### src/rtl/nvb_pkg.sv
package nvb_pkg;
  typedef enum logic [1:0] {
    ST_HOST  = 2'd0,
    ST_SAVE  = 2'd1,
    ST_GSAVE = 2'd2,
    ST_NONE  = 2'd3
  } st_kind_e;
endpackage

### src/rtl/nvb_bank.sv
module nvb_bank #(
  parameter int DW        = 6,
  parameter int NREG      = 4,
  parameter int INIT_WORD = 0,
  localparam int IW = (NREG > 1) ? $clog2(NREG) : 1
) (
  input  logic          clk,
  input  logic          we,
  input  logic [IW-1:0] waddr,
  input  logic [DW-1:0] wdata,
  input  logic [IW-1:0] ra_addr,
  output logic [DW-1:0] ra_data,
  input  logic [IW-1:0] rb_addr,
  output logic [DW-1:0] rb_data
);
  logic [DW-1:0] mem [NREG];

  // Power-on content; reset deliberately leaves the array alone.
  initial begin
    for (int i = 0; i < NREG; i++) mem[i] = DW'(INIT_WORD);
  end

  always_ff @(posedge clk) begin
    if (we) mem[waddr] <= wdata;
  end

  assign ra_data = mem[ra_addr];
  assign rb_data = mem[rb_addr];
endmodule

### src/rtl/nvb_store_timer.sv
module nvb_store_timer #(
  parameter int STORE_CYC = 250000,
  localparam int CW = $clog2(STORE_CYC + 1)
) (
  input  logic clk,
  input  logic rst,
  input  logic start,
  output logic busy,
  output logic done
);
  logic [CW-1:0] cnt;

  always_ff @(posedge clk) begin
    if (rst) begin
      busy <= 1'b0;
      cnt  <= '0;
    end else if (busy) begin
      if (cnt == '0) busy <= 1'b0;
      else           cnt  <= cnt - 1'b1;
    end else if (start) begin
      busy <= 1'b1;
      cnt  <= CW'(STORE_CYC - 1);
    end
  end

  assign done = busy && (cnt == '0);
endmodule

### src/rtl/nvb_stage.sv
module nvb_stage
  import nvb_pkg::*;
#(
  parameter int DW   = 6,
  parameter int NREG = 4,
  parameter int NPOT = 2,
  localparam int IW = (NREG > 1) ? $clog2(NREG) : 1,
  localparam int PW = (NPOT > 1) ? $clog2(NPOT) : 1
) (
  input  logic               clk,
  input  logic               rst,
  input  logic               accept,
  input  logic               clear,
  input  logic [1:0]         kind,
  input  logic [PW-1:0]      pot,
  input  logic [IW-1:0]      idx,
  input  logic [DW-1:0]      wdata,
  input  logic [NPOT*DW-1:0] wiper_pos,
  output logic               stg_vld,
  output logic [NPOT-1:0]    stg_mask,
  output logic [IW-1:0]      stg_idx,
  output logic [NPOT*DW-1:0] stg_data
);
  st_kind_e k;
  logic     take;

  assign k    = st_kind_e'(kind);
  assign take = accept && !clear && (k != ST_NONE);

  always_ff @(posedge clk) begin
    if (rst) begin
      stg_vld <= 1'b0;
      stg_idx <= '0;
    end else if (clear) begin
      stg_vld <= 1'b0;
    end else if (take) begin
      stg_vld <= 1'b1;
      stg_idx <= idx;
    end
  end

  for (genvar p = 0; p < NPOT; p++) begin : g_pot
    logic sel;
    assign sel = (k == ST_GSAVE) || (pot == PW'(p));
    always_ff @(posedge clk) begin
      if (rst) begin
        stg_mask[p]            <= 1'b0;
        stg_data[p*DW +: DW]   <= '0;
      end else if (take) begin
        stg_mask[p]            <= sel;
        stg_data[p*DW +: DW]   <= (k == ST_HOST) ? wdata : wiper_pos[p*DW +: DW];
      end
    end
  end
endmodule

### src/rtl/nvreg_bank_ctrl.sv
module nvreg_bank_ctrl #(
  parameter int DW        = 6,
  parameter int NREG      = 4,
  parameter int NPOT      = 2,
  parameter int STORE_CYC = 250000,
  parameter int INIT_WORD = 0,
  localparam int IW = (NREG > 1) ? $clog2(NREG) : 1,
  localparam int PW = (NPOT > 1) ? $clog2(NPOT) : 1
) (
  input  logic               clk,
  input  logic               rst,
  input  logic               wp_n,
  input  logic               bus_start,
  input  logic               bus_stop,
  input  logic               rd_req,
  input  logic [PW-1:0]      rd_pot,
  input  logic [IW-1:0]      rd_idx,
  output logic [DW-1:0]      rd_data,
  input  logic               st_req,
  input  logic [1:0]         st_kind,
  input  logic [PW-1:0]      st_pot,
  input  logic [IW-1:0]      st_idx,
  input  logic [DW-1:0]      st_wdata,
  input  logic [NPOT*DW-1:0] wiper_pos,
  input  logic               rcl_req,
  input  logic               rcl_glob,
  input  logic [PW-1:0]      rcl_pot,
  input  logic [IW-1:0]      rcl_idx,
  output logic [NPOT-1:0]    xfr_valid,
  output logic [NPOT*DW-1:0] xfr_data,
  output logic               busy
);
  logic               stg_vld;
  logic [NPOT-1:0]    stg_mask;
  logic [IW-1:0]      stg_idx;
  logic [NPOT*DW-1:0] stg_data;
  logic               stop_ok;
  logic               commit;
  logic               done;
  logic               boot_q;
  logic [IW-1:0]      xfr_addr;
  logic [DW-1:0]      rd_word [NPOT];
  logic [DW-1:0]      xf_word [NPOT];

  assign stop_ok  = bus_stop && !busy;
  assign commit   = stop_ok && stg_vld && wp_n;
  assign xfr_addr = boot_q ? '0 : rcl_idx;

  nvb_stage #(.DW(DW), .NREG(NREG), .NPOT(NPOT)) u_stage (
    .clk       (clk),
    .rst       (rst),
    .accept    (st_req && !busy),
    .clear     (bus_start || stop_ok),
    .kind      (st_kind),
    .pot       (st_pot),
    .idx       (st_idx),
    .wdata     (st_wdata),
    .wiper_pos (wiper_pos),
    .stg_vld   (stg_vld),
    .stg_mask  (stg_mask),
    .stg_idx   (stg_idx),
    .stg_data  (stg_data)
  );

  nvb_store_timer #(.STORE_CYC(STORE_CYC)) u_timer (
    .clk   (clk),
    .rst   (rst),
    .start (commit),
    .busy  (busy),
    .done  (done)
  );

  for (genvar p = 0; p < NPOT; p++) begin : g_bank
    nvb_bank #(.DW(DW), .NREG(NREG), .INIT_WORD(INIT_WORD)) u_bank (
      .clk     (clk),
      .we      (done && stg_mask[p]),
      .waddr   (stg_idx),
      .wdata   (stg_data[p*DW +: DW]),
      .ra_addr (rd_idx),
      .ra_data (rd_word[p]),
      .rb_addr (xfr_addr),
      .rb_data (xf_word[p])
    );

    logic hit;
    assign hit = boot_q || (rcl_req && (rcl_glob || (rcl_pot == PW'(p))));

    always_ff @(posedge clk) begin
      if (rst) begin
        xfr_valid[p]          <= 1'b0;
        xfr_data[p*DW +: DW]  <= '0;
      end else begin
        xfr_valid[p] <= hit;
        if (hit) xfr_data[p*DW +: DW] <= xf_word[p];
      end
    end
  end

  always_ff @(posedge clk) begin
    if (rst) begin
      boot_q  <= 1'b1;
      rd_data <= '0;
    end else begin
      boot_q <= 1'b0;
      if (rd_req) rd_data <= rd_word[rd_pot];
    end
  end
endmodule

### config.mk
export PLATFORM = sky130hd
export DESIGN_NAME = nvreg_bank_ctrl
export DESIGN_NICKNAME = d
export VERILOG_FILES = /design/src/rtl/nvb_pkg.sv /design/src/rtl/nvb_bank.sv /design/src/rtl/nvb_store_timer.sv /design/src/rtl/nvb_stage.sv /design/src/rtl/nvreg_bank_ctrl.sv
export SDC_FILE = /design/constraint.sdc
export NUM_CORES = 1
export LEC_CHECK = 0
export BUFFER_PORTS_ARGS = -buffer_cell sky130_fd_sc_hd__buf_2
export CAP_MARGIN = 30
export CORE_MARGIN = 2
export CORE_UTILIZATION = 55
export CTS_CLUSTER_SIZE = 8
export DETAILED_ROUTE_END_ITERATION = 7
export PLACE_DENSITY = 0.82
export SYNTH_ARGS = -nofsm -noshare
export SYNTH_HDL_FRONTEND = slang
export SYNTH_SLANG_ARGS = --single-unit
### constraint.sdc
create_clock -name clk -period 6 [get_ports clk]
set_input_delay 1.2 -clock clk [delete_from_list [all_inputs] [get_ports clk]]
set_output_delay 1.2 -clock clk [all_outputs]
set_load 0.005 [all_outputs]
### Yosys cells after proc, flatten, opt, wreduce, memory -nomap -nowiden

Memory sizes are Yosys's and may differ from the RTL's. A register that Yosys moved wholly into a read port is not among the register bits.
Cells that the tools add are included.

| cells by class | value |
|---|---|
| $add $sub $neg | 1 |
| $lt $le $gt $ge | 1 |
| equality and inequality tests | 3 |
| muxes and demuxes | 17 |
| bitwise gates (word level) | 4 |
| reduce and logical (&&, ||, !) cells | 26 |

Operators by type and width:

| cell | count |
|---|---|
| 18-bit two-way mux | 3 |
| 6-bit two-way mux | 5 |
| 18-bit logical NOT | 1 |
| 18-bit by 1-bit subtractor with 18-bit output, second input constant | 1 |
| 1-bit logical AND | 11 |
| 1-bit two-way mux | 8 |
| 1-bit logical OR | 7 |
| 2-bit != test, second input constant | 2 |
| 2-bit AND reduction | 2 |
| 1-bit inverter | 3 |
| 2-bit == test, second input constant | 1 |
| 2-bit greater-or-equal comparator, second input constant | 1 |
| 1-bit logical NOT | 2 |
| 2-bit logical NOT | 1 |
| 2-bit two-way mux | 1 |
| 1-bit inverter with 2-bit output | 1 |
| 2-bit nonzero test | 1 |
| 2-bit OR reduction | 1 |

| storage, ports and cells | value |
|---|---|
| register bits after elaboration | 45 |
| bits in writable memories | 48 |
| input port bits | 38 |
| output and inout port bits | 21 |
| logic and storage cells | 66 |
| memories | 2 |

Memory list:

| memory | words | width | read ports | clocked after memory_dff | wr ports | RTL line | source |
|---|---|---|---|---|---|---|---|
| g_bank[0].u_bank.mem | 4 | 6 | 2 | 1 | 1 | nvb_bank.sv:16 | `logic [DW-1:0] mem [NREG];` |
| g_bank[1].u_bank.mem | 4 | 6 | 2 | 1 | 1 | nvb_bank.sv:16 |  |

### Depth between registers and ports, before layout

| depth | value |
|---|---|
| depth after elaboration | 7 |
| gate-level depth with buffers | 7 |
| mapped depth without buffers | 7 |

### Cells and area by module

Synthesis repeated with hierarchy kept, for this count alone.

| second synthesis, totals | value |
|---|---|
| cell total of the unflattened synthesis | 386 |
| area, all modules | 4880.9 um^2 |

By module, submodules not included:

| module | times used | cells an instance | area an instance (um^2) | sequential area each (um^2) |
|---|---|---|---|---|
| nvb_bank | 2 | 42 | 1044.8 | 720.7 |
| nvb_store_timer | 1 | 122 | 1002.2 | 380.4 |
| nvreg_bank_ctrl | 1 | 94 | 993.5 | 420.4 |
| nvb_stage | 1 | 86 | 795.8 | 340.3 |

### Worst setup path before layout

Ideal clock, no wire load.

| timing | value |
|---|---|
| path type | input-to-reg |
| start point | in wp_n |
| end point | reg u_timer.cnt[11] |
| library setup time | 0.070 ns |
| arrival | 2.286 ns |
| required time | 5.930 ns |
| path slack | 3.644 ns |
| stages | 6 |
| buffers on the path | 1 |
| path through | and4b_1 -> buf_4 -> o2111a_1 -> o21ai_2 -> or4_1 -> a21oi_1 |

| between the ends | value |
|---|---|
| cells in the longest elaborated chain, start to end | 3 |

Ends and longest elaborated chain:

| item | RTL line | source |
|---|---|---|
| start: declaration | nvreg_bank_ctrl.sv:12 | `input logic wp_n,` |
| 1-bit logical AND | nvreg_bank_ctrl.sv:46 | `assign commit = stop_ok && stg_vld && wp_n;` |
| 2-bit nonzero test (no line) | n/a |  |
| 2-bit AND reduction (no line) | n/a |  |
| end signal: assignment | nvb_store_timer.sv:19 | `else cnt <= cnt - 1'b1;` |
| end signal: assignment | nvb_store_timer.sv:22 | `cnt <= CW'(STORE_CYC - 1);` |
| end: declaration | nvb_store_timer.sv:11 | `logic [CW-1:0] cnt;` |

Every way passes these cells.
A chain may end at the register's enable or synchronous reset.

### Worst setup path in the final report

| timing | value |
|---|---|
| start point | reg u_timer.cnt[9] |
| end point | mem g_bank[0].u_bank.mem[2][0], enable pin |

| between the ends | value |
|---|---|
| cells in the longest elaborated chain, start to end | 5 |

Ends and longest elaborated chain:

| item | RTL line | source |
|---|---|---|
| 18-bit logical NOT | nvb_store_timer.sv:26 | `assign done = busy && (cnt == '0);` |
| 1-bit logical AND | nvb_store_timer.sv:26 |  |
| 1-bit logical AND | nvreg_bank_ctrl.sv:76 | `.we (done && stg_mask[p]),` |
| 1-bit two-way mux | nvb_bank.sv:24 | `if (we) mem[waddr] <= wdata;` |
| 1-bit two-way mux (implied by the code) | nvb_bank.sv:24 |  |
| end: declaration | nvb_bank.sv:16 |  |

Every way passes these cells.

==> run metrics <==
Mapped Area 4612 sq um; R2R cell count 5; Mapped Cells 408; number of diodes 0; vias per cell 5.984; initial DRC count 279; first-pass GRT wire length 15.09 mm; Max Clk Rate 0.3885 GHz; Clock Latency Late Sink 0.36 ns; Worst Path Max Fanout 8; Tcrit/Tclk final 0.4290; CP Data Arrival Time 2.55 ns; Die Wd 95.57 microns; setup TNS 0 ns; synth warn 0; worst r2r dst g_bank[0].u_bank.mem[2][0]; Critical-path top delay cell nor3_1; MaxCap Viol Count 0; Synth area leader edfxtp_1; Max H-tree Level 3; status complete, no violations; I/O Buffers 58; R2R Setup Slk 3.43 ns; vias 3,387; vias in the first global route 3,036; worst relative slew slack 0.3077; Syn-to-layout area delta 11.45%; DP Cell Count 550; pin count of the biggest net entering global routing 51; Max Slew Vio Count 0; leakage power 1.901 nW; R2R Path Start u_timer.cnt[9]; CORE AREA 8175 sq um; Worst setup EP type register; Final Critical Period 2.574 ns; Crit. Startpoint u_timer.cnt[9]; Min-Delay Path Depth 2; initial core utilization 0.5641; wire per inst 16.64 microns; Clock transition at path regs 0.09 ns; top cells by area, synth edfxtp_1, dfxtp_1, mux4_2, a21oi_1, nor2_1; clk root buf clkbuf_8; most common cell after layout, fill and taps aside nor2_1; Hold Path End xfr_data[1]; RSZ-0062 raised after global routing no; Slew @ Worst Pin 1.030 ns; # hold bufs at CTS 0; Primary FF master, synth dfxtp_1; Seq/Total Area, Yosys 0.5600; crit path cell chain nor4_4 > nand3_2 > nor2_1 > nand2_1 > nor3_1; syn nets 447; synthesis-stage register bit count 105; Final GP Congestion 0.8563; required time worst endpoint 5.98 ns; Ports 59; clk sinks 105; initial antenna violation count 0; most frequent cells in the layout nor2_1, buf_2, dfxtp_1, edfxtp_1, a21oi_1; drt drc 0; CTS resizes 0; FFs w/ async S/R, synth 0; kind of critical path reg -> reg; met2 Use GR 0.3176; Final Setup Violations 0; Worst path max stage delay 0.85 ns; HP Start xfr_data[1]; top-area cell type share of the netlist area 0.3125; CTS Buf Count 9; placement row count 33; Avg Inst Size Synth 11.30 sq um; CP Buf/Inv Count 0; Top Family by Delay on Critical Path simple AND/OR/NAND/NOR gates; drt pass-1 iters 5; Post-synth EDFFs 48; Pwr Density 253.5 nW/um^2; worst hold-check path type reg -> reg; Total GRT Usage 0.2155; routed wire length 9.420 mm; GR peak layer met1; share of layout cells above drive strength 1 0.2234; Antenna Violating Nets Remaining 0; setup repair bufs after CTS 0; Global Route met1 Usage 0.3220; CTS tree yes; skew final 0.01387 ns; Clock Path Buffers 2; worst vdd ir 0.1462 mV; Synth cell types 51; fin nets 495; GRT Residual Overflow 0; M3 GR Usage 0.03478; Non-Filler Instances 566; detailed-placement wirelength estimate 6.932 mm; startpoint types register; Final Hold Fails 0; Die Ht 95.57 microns; die area 9134 sq um
-- cell usage after synthesis, types with 3 or more instances --
cell and instances:
nand2_1 19, edfxtp_1 48, inv_1 13, clkbuf_1 17
nor4_1 3, nand2b_1 3, dfxtp_1 57, or3_1 4
a311oi_1 5, buf_2 4, nor2_1 60, a211oi_1 26
o221ai_1 12, mux4_2 12, mux2i_1 21, nand3_1 7
xor2_1 4, nor3_1 8, a21oi_1 45
-- sequential cells by signal (all words and copies together), names as in the netlist --
signal,count
u_stage.stg_idx,2
u_stage.stg_vld,1
u_timer.cnt,18
rd_data,6
boot_q,1
xfr_data,12
g_bank.u_bank.mem,48
u_stage.stg_data,12
u_stage.stg_mask,2
xfr_valid,2
u_timer.busy,1
-- layout make-up --
cell class / instances / area (sq um)
Clock buffer: 11 / 131.4
Clock inverter: 5 / 56.30
Fill cell: 662 / 3035
Inverter: 13 / 48.80
Multi-Input combinational cell: 266 / 1879
Sequential cell: 105 / 2582
Tap cell: 105 / 131.4
Timing Repair Buffer: 61 / 310.3
-- metal layers --
layer / vias to the layer above / wire [microns] / share of wire
met5: - / 0 / 0
met1: 1571 / 4355 / 0.46
met2: 177 / 4298 / 0.46
met4: 0 / 89 / 0.0094
met3: 9 / 676 / 0.072
li1: 1630 / - / -
-- where the power goes --
| part | switching [mW] | internal [mW] |
|---|---|---|
| clock network | 0.223 | 0.193 |
| registers | 0.0142 | 0.762 |
| logic | 0.0614 | 0.0495 |
| total | 0.298 | 1.00 |
-- worst reg2reg max path, delay by kind of cell (launching register included) --
kind / cells / cell delay (ns)
simple gates: 5 / 1.80
flops: 1 / 0.38
-- how the worst max path moves through the flow --
stage / slack, ns / depth (start not counted) / end
3_5_place_dp: 3.33 / 6 / u_timer.cnt[11]
4_1_cts: 3.42 / 5 / g_bank[0].u_bank.mem[2][0]
6_report: 3.43 / 5 / g_bank[0].u_bank.mem[2][0]
3_3_place_gp: 3.40 / 6 / u_timer.cnt[11]
5_1_grt: 3.27 / 5 / g_bank[0].u_bank.mem[2][0]
2_1_floorplan: 3.64 / 6 / u_timer.cnt[11]
-- kinds of logic after synthesis --
group,share of synthesized area
simple gates,0.1416
flops,0.5600
compound gates,0.1484
buf+inv,0.03364
mux,0.1042
xor+xnor,0.009495
fa+ha+maj,0.002713
-- metrics by stage --
stage	setup WS [ns]	power (mW)	hold slack, ns	util	area [sq um]
after floorplan	3.644	0.8664	0.4527	-	4612
after global placement	3.399	0.8977	0.4397	0.6051	4947
after detailed placement	3.332	0.9027	0.4486	0.6058	4952
after CTS	3.419	1.311	0.4611	0.6287	5140
after global routing	3.271	1.356	0.4886	0.6287	5140
final	3.426	1.303	0.4612	0.6287	5140
Note: power is estimated with default switching activity, not from simulation.
